**config.mk**
```make
export PLATFORM = sky130hd
export DESIGN_NAME = memmap_decoder
export DESIGN_NICKNAME = d
export VERILOG_FILES = /design/src/rtl/memmap_pkg.sv /design/src/rtl/mm_addr_decode.sv /design/src/rtl/mm_io_regs.sv /design/src/rtl/mm_rdata_mux.sv /design/src/rtl/memmap_decoder.sv
export SDC_FILE = /design/constraint.sdc
export NUM_CORES = 1
export LEC_CHECK = 0
export ABC_AREA = 1
export ABC_CLOCK_PERIOD_IN_PS = 2400
export BUFFER_PORTS_ARGS = -buffer_cell sky130_fd_sc_hd__buf_2
export CAP_MARGIN = 20
export CORE_UTILIZATION = 45
export CTS_CLUSTER_SIZE = 10
export DETAILED_ROUTE_END_ITERATION = 10
export GPL_TIMING_DRIVEN = 0
export PLACE_DENSITY = 0.95
export SYNTH_ARGS = -nofsm -noshare
export SYNTH_HDL_FRONTEND = slang
export SYNTH_SLANG_ARGS = --single-unit
export TNS_END_PERCENT = 100
```
**constraint.sdc**
```tcl
create_clock -name clk -period 2.4 [get_ports clk]
set_clock_uncertainty 0.15 [all_clocks]
set_input_delay 0 -clock clk [delete_from_list [all_inputs] [get_ports clk]]
set_output_delay 0 -clock clk [all_outputs]
set_load 0.05 [all_outputs]
```
**src/rtl/memmap_pkg.sv**
```systemverilog
// Shared constants and the target type for the address decoder.
// Assumes a 16-bit CPU address space and 8-bit data.
package memmap_pkg;

    typedef enum logic [2:0] {
        TGT_NONE   = 3'd0,
        TGT_RAM    = 3'd1,
        TGT_VRAM   = 3'd2,
        TGT_PERIPH = 3'd3,
        TGT_IO     = 3'd4,
        TGT_ROM    = 3'd5
    } target_e;

    localparam int          CPU_AW       = 16;
    localparam logic [7:0]  VRAM_PAGE    = 8'h04;
    localparam logic [7:0]  PERIPH_PAGE  = 8'h05;
    localparam int          IO_BASE      = 32'h0600;
    localparam int          REG_CTRL_OFS = 2;
    localparam int          REG_PAGE_OFS = 5;
    localparam int          CTRL_OVL_BIT = 3;
    localparam logic [7:0]  CTRL_RESET   = 8'h08;

endpackage

```
**src/rtl/mm_addr_decode.sv**
```systemverilog
// Combinational region decode of one CPU access.
// Assumes the I/O block starts on a boundary aligned to its size and the
// boot ROM is a power-of-two block ending at the top of the address space.
module mm_addr_decode
    import memmap_pkg::*;
#(
    parameter int ROM_AW   = 9,
    parameter int IO_COUNT = 24
) (
    input  logic [CPU_AW-1:0] addr,
    input  logic              we,
    input  logic              ovl_en,
    output target_e           tgt
);
    localparam logic [CPU_AW-1:0] ROM_BASE = CPU_AW'((32'h10000) - (32'd1 << ROM_AW));
    localparam logic [CPU_AW-1:0] IO_LO    = CPU_AW'(IO_BASE);
    localparam logic [CPU_AW-1:0] IO_HI    = CPU_AW'(IO_BASE + IO_COUNT);

    logic in_io;
    logic in_rom;

    // Region membership for the ranges that are not whole pages.
    always_comb begin
        in_io  = (addr >= IO_LO) && (addr < IO_HI);
        in_rom = (addr >= ROM_BASE);
    end

    // Priority pick of the target; the ROM covers reads only.
    always_comb begin
        tgt = TGT_RAM;
        if (addr[CPU_AW-1:8] == VRAM_PAGE) begin
            tgt = TGT_VRAM;
        end else if (addr[CPU_AW-1:8] == PERIPH_PAGE) begin
            tgt = TGT_PERIPH;
        end else if (in_io) begin
            tgt = TGT_IO;
        end else if (in_rom && ovl_en && !we) begin
            tgt = TGT_ROM;
        end
    end

endmodule

```
**src/rtl/mm_io_regs.sv**
```systemverilog
// Hardware control register file: the control byte (bit 3 = boot overlay)
// and the video page register. Other offsets read zero and drop writes.
// Read data is registered: it appears one cycle after the access.
module mm_io_regs
    import memmap_pkg::*;
#(
    parameter int DATA_W   = 8,
    parameter int IO_COUNT = 24,
    localparam int IO_AW   = $clog2(IO_COUNT)
) (
    input  logic              clk,
    input  logic              rst_n,
    input  logic              sel,
    input  logic              we,
    input  logic [IO_AW-1:0]  ofs,
    input  logic [DATA_W-1:0] wdata,
    output logic              ovl_en,
    output logic [DATA_W-1:0] page_q,
    output logic [DATA_W-1:0] rd_q
);
    localparam logic [IO_AW-1:0] OFS_CTRL = IO_AW'(REG_CTRL_OFS);
    localparam logic [IO_AW-1:0] OFS_PAGE = IO_AW'(REG_PAGE_OFS);

    logic [DATA_W-1:0] ctrl_q;
    logic [DATA_W-1:0] rd_d;
    logic              wr_ctrl;
    logic              wr_page;

    // Write strobes for the two implemented registers.
    always_comb begin
        wr_ctrl = sel && we && (ofs == OFS_CTRL);
        wr_page = sel && we && (ofs == OFS_PAGE);
    end

    // Read lookup; unimplemented offsets return zero.
    always_comb begin
        rd_d = '0;
        if (sel && !we) begin
            if (ofs == OFS_CTRL) rd_d = ctrl_q;
            else if (ofs == OFS_PAGE) rd_d = page_q;
        end
    end

    // Register state and registered read data.
    always_ff @(posedge clk) begin
        if (!rst_n) begin
            ctrl_q <= DATA_W'(CTRL_RESET);
            page_q <= '0;
            rd_q   <= '0;
        end else begin
            if (wr_ctrl) ctrl_q <= wdata;
            if (wr_page) page_q <= wdata;
            rd_q <= rd_d;
        end
    end

    assign ovl_en = ctrl_q[CTRL_OVL_BIT];

    // a page write is visible on the next cycle.
    p_page_load_r4: assert property (@(posedge clk) disable iff (!rst_n)
        (sel && we && ofs == OFS_PAGE) |=> (page_q == $past(wdata)));

    // the overlay bit changes only through a write to the control register.
    p_ovl_by_write_r9: assert property (@(posedge clk) disable iff (!rst_n)
        !$stable(ovl_en) |-> $past(sel && we && ofs == OFS_CTRL));

    // writes to unused offsets leave the page register alone.
    p_unused_write_r6: assert property (@(posedge clk) disable iff (!rst_n)
        (sel && we && ofs != OFS_PAGE) |=> $stable(page_q));

endmodule

```
**src/rtl/mm_rdata_mux.sv**
```systemverilog
// Remembers which target the last access read and multiplexes the
// one-cycle-late data of that target onto the CPU read bus. A write or a
// reset leaves nothing selected, so the bus reads zero.
module mm_rdata_mux
    import memmap_pkg::*;
#(
    parameter int DATA_W = 8
) (
    input  logic              clk,
    input  logic              rst_n,
    input  target_e           tgt,
    input  logic              we,
    input  logic [DATA_W-1:0] ram_rd,
    input  logic [DATA_W-1:0] vram_rd,
    input  logic [DATA_W-1:0] per_rd,
    input  logic [DATA_W-1:0] rom_rd,
    input  logic [DATA_W-1:0] io_rd,
    output logic [DATA_W-1:0] rdata
);
    target_e sel_q;

    // Track the target of the previous read.
    always_ff @(posedge clk) begin
        if (!rst_n) sel_q <= TGT_NONE;
        else        sel_q <= we ? TGT_NONE : tgt;
    end

    // Steer the returned byte.
    always_comb begin
        unique case (sel_q)
            TGT_RAM:    rdata = ram_rd;
            TGT_VRAM:   rdata = vram_rd;
            TGT_PERIPH: rdata = per_rd;
            TGT_ROM:    rdata = rom_rd;
            TGT_IO:     rdata = io_rd;
            default:    rdata = '0;
        endcase
    end

endmodule

```
**src/rtl/memmap_decoder.sv**
```systemverilog
// Top of the CPU address decoder. Every cycle is one access. Strobes to the
// memories are combinational from the CPU bus; every memory is assumed to
// return read data one cycle later. The I/O register file lives here.
module memmap_decoder
    import memmap_pkg::*;
#(
    parameter int DATA_W   = 8,
    parameter int ROM_AW   = 9,
    parameter int IO_COUNT = 24
) (
    input  logic              clk,
    input  logic              rst_n,
    input  logic [15:0]       cpu_addr,
    input  logic [DATA_W-1:0] cpu_wdata,
    input  logic              cpu_we,
    output logic [DATA_W-1:0] cpu_rdata,
    output logic              ram_en,
    output logic              ram_we,
    output logic [15:0]       ram_addr,
    output logic [DATA_W-1:0] ram_wdata,
    input  logic [DATA_W-1:0] ram_rdata,
    output logic              vram_en,
    output logic              vram_we,
    output logic [15:0]       vram_addr,
    output logic [DATA_W-1:0] vram_wdata,
    input  logic [DATA_W-1:0] vram_rdata,
    output logic              per_en,
    output logic              per_we,
    output logic [7:0]        per_addr,
    output logic [DATA_W-1:0] per_wdata,
    input  logic [DATA_W-1:0] per_rdata,
    output logic              rom_en,
    output logic [ROM_AW-1:0] rom_addr,
    input  logic [DATA_W-1:0] rom_rdata
);
    localparam int IO_AW = $clog2(IO_COUNT);
    localparam logic [15:0] ROM_BASE = 16'((32'h10000) - (32'd1 << ROM_AW));

    target_e           tgt;
    logic              ovl_en;
    logic [DATA_W-1:0] page_q;
    logic [DATA_W-1:0] io_rd;

    mm_addr_decode #(.ROM_AW(ROM_AW), .IO_COUNT(IO_COUNT)) u_dec (
        .addr   (cpu_addr),
        .we     (cpu_we),
        .ovl_en (ovl_en),
        .tgt    (tgt)
    );

    mm_io_regs #(.DATA_W(DATA_W), .IO_COUNT(IO_COUNT)) u_io (
        .clk    (clk),
        .rst_n  (rst_n),
        .sel    (tgt == TGT_IO),
        .we     (cpu_we),
        .ofs    (cpu_addr[IO_AW-1:0]),
        .wdata  (cpu_wdata),
        .ovl_en (ovl_en),
        .page_q (page_q),
        .rd_q   (io_rd)
    );

    mm_rdata_mux #(.DATA_W(DATA_W)) u_mux (
        .clk     (clk),
        .rst_n   (rst_n),
        .tgt     (tgt),
        .we      (cpu_we),
        .ram_rd  (ram_rdata),
        .vram_rd (vram_rdata),
        .per_rd  (per_rdata),
        .rom_rd  (rom_rdata),
        .io_rd   (io_rd),
        .rdata   (cpu_rdata)
    );

    // Port strobes and addresses for each external target.
    always_comb begin
        ram_en     = (tgt == TGT_RAM);
        ram_we     = ram_en && cpu_we;
        ram_addr   = cpu_addr;
        ram_wdata  = cpu_wdata;
        vram_en    = (tgt == TGT_VRAM);
        vram_we    = vram_en && cpu_we;
        vram_addr  = {page_q, cpu_addr[7:0]};
        vram_wdata = cpu_wdata;
        per_en     = (tgt == TGT_PERIPH);
        per_we     = per_en && cpu_we;
        per_addr   = cpu_addr[7:0];
        per_wdata  = cpu_wdata;
        rom_en     = (tgt == TGT_ROM);
        rom_addr   = cpu_addr[ROM_AW-1:0];
    end

    // the ROM is never selected by a write.
    p_rom_read_only_r7: assert property (@(posedge clk) disable iff (!rst_n)
        rom_en |-> !cpu_we);

    // writes at the top always land in RAM.
    p_top_write_ram_r8: assert property (@(posedge clk) disable iff (!rst_n)
        (cpu_we && cpu_addr >= ROM_BASE) |-> (ram_en && ram_we));

    // never two targets at once.
    p_one_target_r11: assert property (@(posedge clk) disable iff (!rst_n)
        $onehot0({ram_en, vram_en, per_en, rom_en}));

    // the cycle after a write reads zero.
    p_zero_after_write_r10: assert property (@(posedge clk) disable iff (!rst_n)
        cpu_we |=> (cpu_rdata == '0));

endmodule

```
==> impl_metrics.py <==
metrics = {
    "run_status": {
        "status": "complete, no violations",
    },
    "synthesis": {
        "synth_nets": 380,
        "yosysWarnings": 0,
        "avgSynthCellArea_sq_um": 6.431,
        "syn_inst": 321,
        "ys_seq_area_share_pct": 26.18,
        "synth_seq_cells": 27,
        "synthesis.area_sq_um": 2064,
        "synth_cell_type_count": 18,
    },
    "timing": {
        "hold_viol": 0,
        "worst_pin_slew_ns": 0.4980,
        "grt_setup_unrepaired": "no",
        "relSlewSlack_pct": 66.62,
        "final.setup.tns_ns": 0,
        "fmax_ghz": 0.4789,
        "fin_crit_sh_pct": 87.01,
        "slew_viol_final": 0,
        "min_period_ns": 2.088,
        "setup_viol": 0,
    },
    "die": {
        "dieArea_sq_um": 4862,
        "rows": 24,
        "die_width_microns": 69.73,
        "io_pins": 147,
        "start_util_pct": 47.09,
        "die_y_microns": 69.73,
        "core-area_sq_um": 4384,
    },
    "clocking": {
        "clkLatencyLatePin_ns": 0.27,
        "cts-htree-levels": 1,
        "post_cts_buffers": 0,
        "cts.sinks": 27,
        "root_buffer": "clkbuf_8",
        "clkTransAtPathRegs_ns": 0.09,
        "cts_buffer_depth": 2,
        "cts_tree": "yes",
        "numCtsBuffers": 3,
    },
    "routing": {
        "postRouteAntennaNets": 0,
        "dr.pass1.iters": 4,
        "finalWirelength_mm": 5.644,
        "drt-initial-drc-count": 31,
        "viasPerCell": 4.437,
        "vias": 2378,
        "drc": 0,
        "wl_per_cell_microns": 10.53,
    },
    "power": {
        "powerDensity_nw_per_um2": 393.1,
        "p_leak_nw": 1.773,
        "ir_drop_uv": 234.5,
    },
    "global_routing": {
        "antenna_found_initial": 0,
        "grt_pass1_wl_mm": 9.384,
        "grt_pass1_vias": 2284,
        "grt_max_degree": 16,
        "gr-total-overflow": 0,
        "grt_usage_pct": 23.05,
    },
    "worst_setup_path": {
        "cp_max_fo": 10,
        "path_common_cell": "nor2_1",
        "worstSetupEndpointType": "flip-flop",
        "critical_path.cell_chain": "dlygate4sd3_1 > buf_2 > nor2_1 > nand2_1 > nor2_4 > nand4_4 > buf_6 > nor2_1 > nor2_1 > dlygate4sd3_1",
        "arrival_ns": 2.10,
        "startpoint_type": "input port",
        "critPathRequiredTime_ns": 2.41,
        "path_buf_inv": 4,
        "cp_slowest_cell": "dlygate4sd3_1",
        "slowest_delay_ns": 0.55,
        "critical-path-top-delay-family": "buffers and inverters",
        "critPathKind": "in -> reg",
    },
    "placement": {
        "io_buffer_count": 145,
        "dpl.hpwl_mm": 4.328,
        "gp_congestion": 0.7728,
        "placed_cells": 518,
    },
    "layout": {
        "drive_gt1_share_pct": 47.11,
        "synthToLayoutAreaGrowth_pct": 47.33,
        "diodes": 0,
        "fin_nets": 544,
        "fin_cells": 536,
    },
    "run": {
        "cap_viol_max_count": 0,
    },
    "min_path": {
        "min_path_type": "in -> reg",
    },
}
==> power breakdown <==
part	switching, mW	internal, mW
Sequential	0.000919	0.448
Clock	0.137	0.116
Combinational	0.329	0.164
Total	0.467	0.729
==> layout by cell type, fill, tap and decap left out <==
master           n
nand4_4          2
buf_6            3
a21oi_1          8
nand2_1         86
dlygate4sd3_1   14
inv_1           50
buf_2          146
nor4_2           1
nor2_4           4
a22oi_1          1
nand3_1          8
nor2_1          41
dfxtp_1         27
nand4_1         11
clkinv_2         1
inv_2            2
clkbuf_8         3
buf_4           65
nor3_1           3
nor3_2           1
o22ai_1          7
==> metal layers <==
layer / part of all wire [%] / global-route usage (%) / vias to the layer above
li1: - / - / 1235
met1: 38 / 24.64 / 1037
met2: 54 / 46.06 / 97
met3: 6.7 / 3.634 / 9
met4: 1.1 / 6.000 / 0
met5: 0 / 0 / -
==> worst reg2reg max path, stage by stage (launching register included) <==
cell,delay [ns]
dfxtp_1,0.38
nand4_1,0.11
nor4_2,0.30
dlygate4sd3_1,0.61
nand2_1,0.05
nand2_1,0.05
==> synthesized netlist by cell type <==
cell type   n  share of area (%)
buf_4      65                 24
nor2_4      4                2.2
nor4_2      1               0.61
inv_2       2               0.36
nor3_1      3               0.73
dfxtp_1    27                 26
nand4_4     2                2.1
nand4_1    11                3.3
buf_6       3                1.6
a22oi_1     1               0.36
nand3_1     8                1.9
a21oi_1     8                1.9
nor3_2      1               0.48
o22ai_1     7                2.1
nand2_1    86                 16
inv_1      50                9.1
nor2_1     41                7.5
buf_2       1               0.24
==> flip-flops by register name, summed over array words and instances (netlist names) <==
register	cells
u_io.rd_q	8
u_io.ctrl_q	8
u_mux.sel_q	3
u_io.page_q	8
==> what timing repair did <==
action / in CTS / in global routing
resized for setup: 0 / 0
hold endpoints to repair: 19 / 0
endpoints found under the setup margin: 0 / 0
hold buffers: 14 / 0
==> cell families after synthesis <==
family          synth area share [%]
simple gates                   34.42
compound gates                 4.424
flops                          26.18
buf+inv                        34.97
==> final cells by class <==
| cell class | instances | area, sq um |
|---|---|---|
| fill | 368 | 1343 |
| inverter | 52 | 195.2 |
| multi-input combinational | 173 | 802.0 |
| sequential | 27 | 540.5 |
| tap | 52 | 65.06 |
| clock buffer | 3 | 41.29 |
| timing repair buffer | 159 | 865.8 |
| clock inverter | 1 | 5.005 |
| buffer | 69 | 526.8 |
==> through the flow <==
| stage | setup slack [ns] | area (sq um) | hold slack (ns) | power, mW | util (%) |
|---|---|---|---|---|---|
| 2_1_floorplan | 0.3128 | 2064 | -0.01508 | 0.8118 | - |
| 3_3_place_gp | 0.9409 | 2855 | 0.1356 | 0.9303 | 65.13 |
| 3_5_place_dp | 0.8576 | 2855 | 0.1454 | 0.9375 | 65.13 |
| 4_1_cts | 0.3742 | 3042 | 0.001324 | 1.197 | 69.38 |
| 5_1_grt | 0.2031 | 3042 | 0.03563 | 1.237 | 69.38 |
| 6_report | 0.3117 | 3042 | 0.004939 | 1.196 | 69.38 |
==> worst paths after layout <==
path	from	to	slack, ns	depth (start not counted)
worst max-delay path	cpu_addr[15]	u_io.ctrl_q[6]	0.31	10
worst min-delay path	cpu_addr[10]	u_mux.sel_q[1]	0.005	5
worst max register to register	u_io.ctrl_q[3]	u_mux.sel_q[2]	0.70	5
worst min register to register	u_io.ctrl_q[0]	u_io.rd_q[0]	0.32	2
Note: power is estimated with default switching activity, not from simulation.
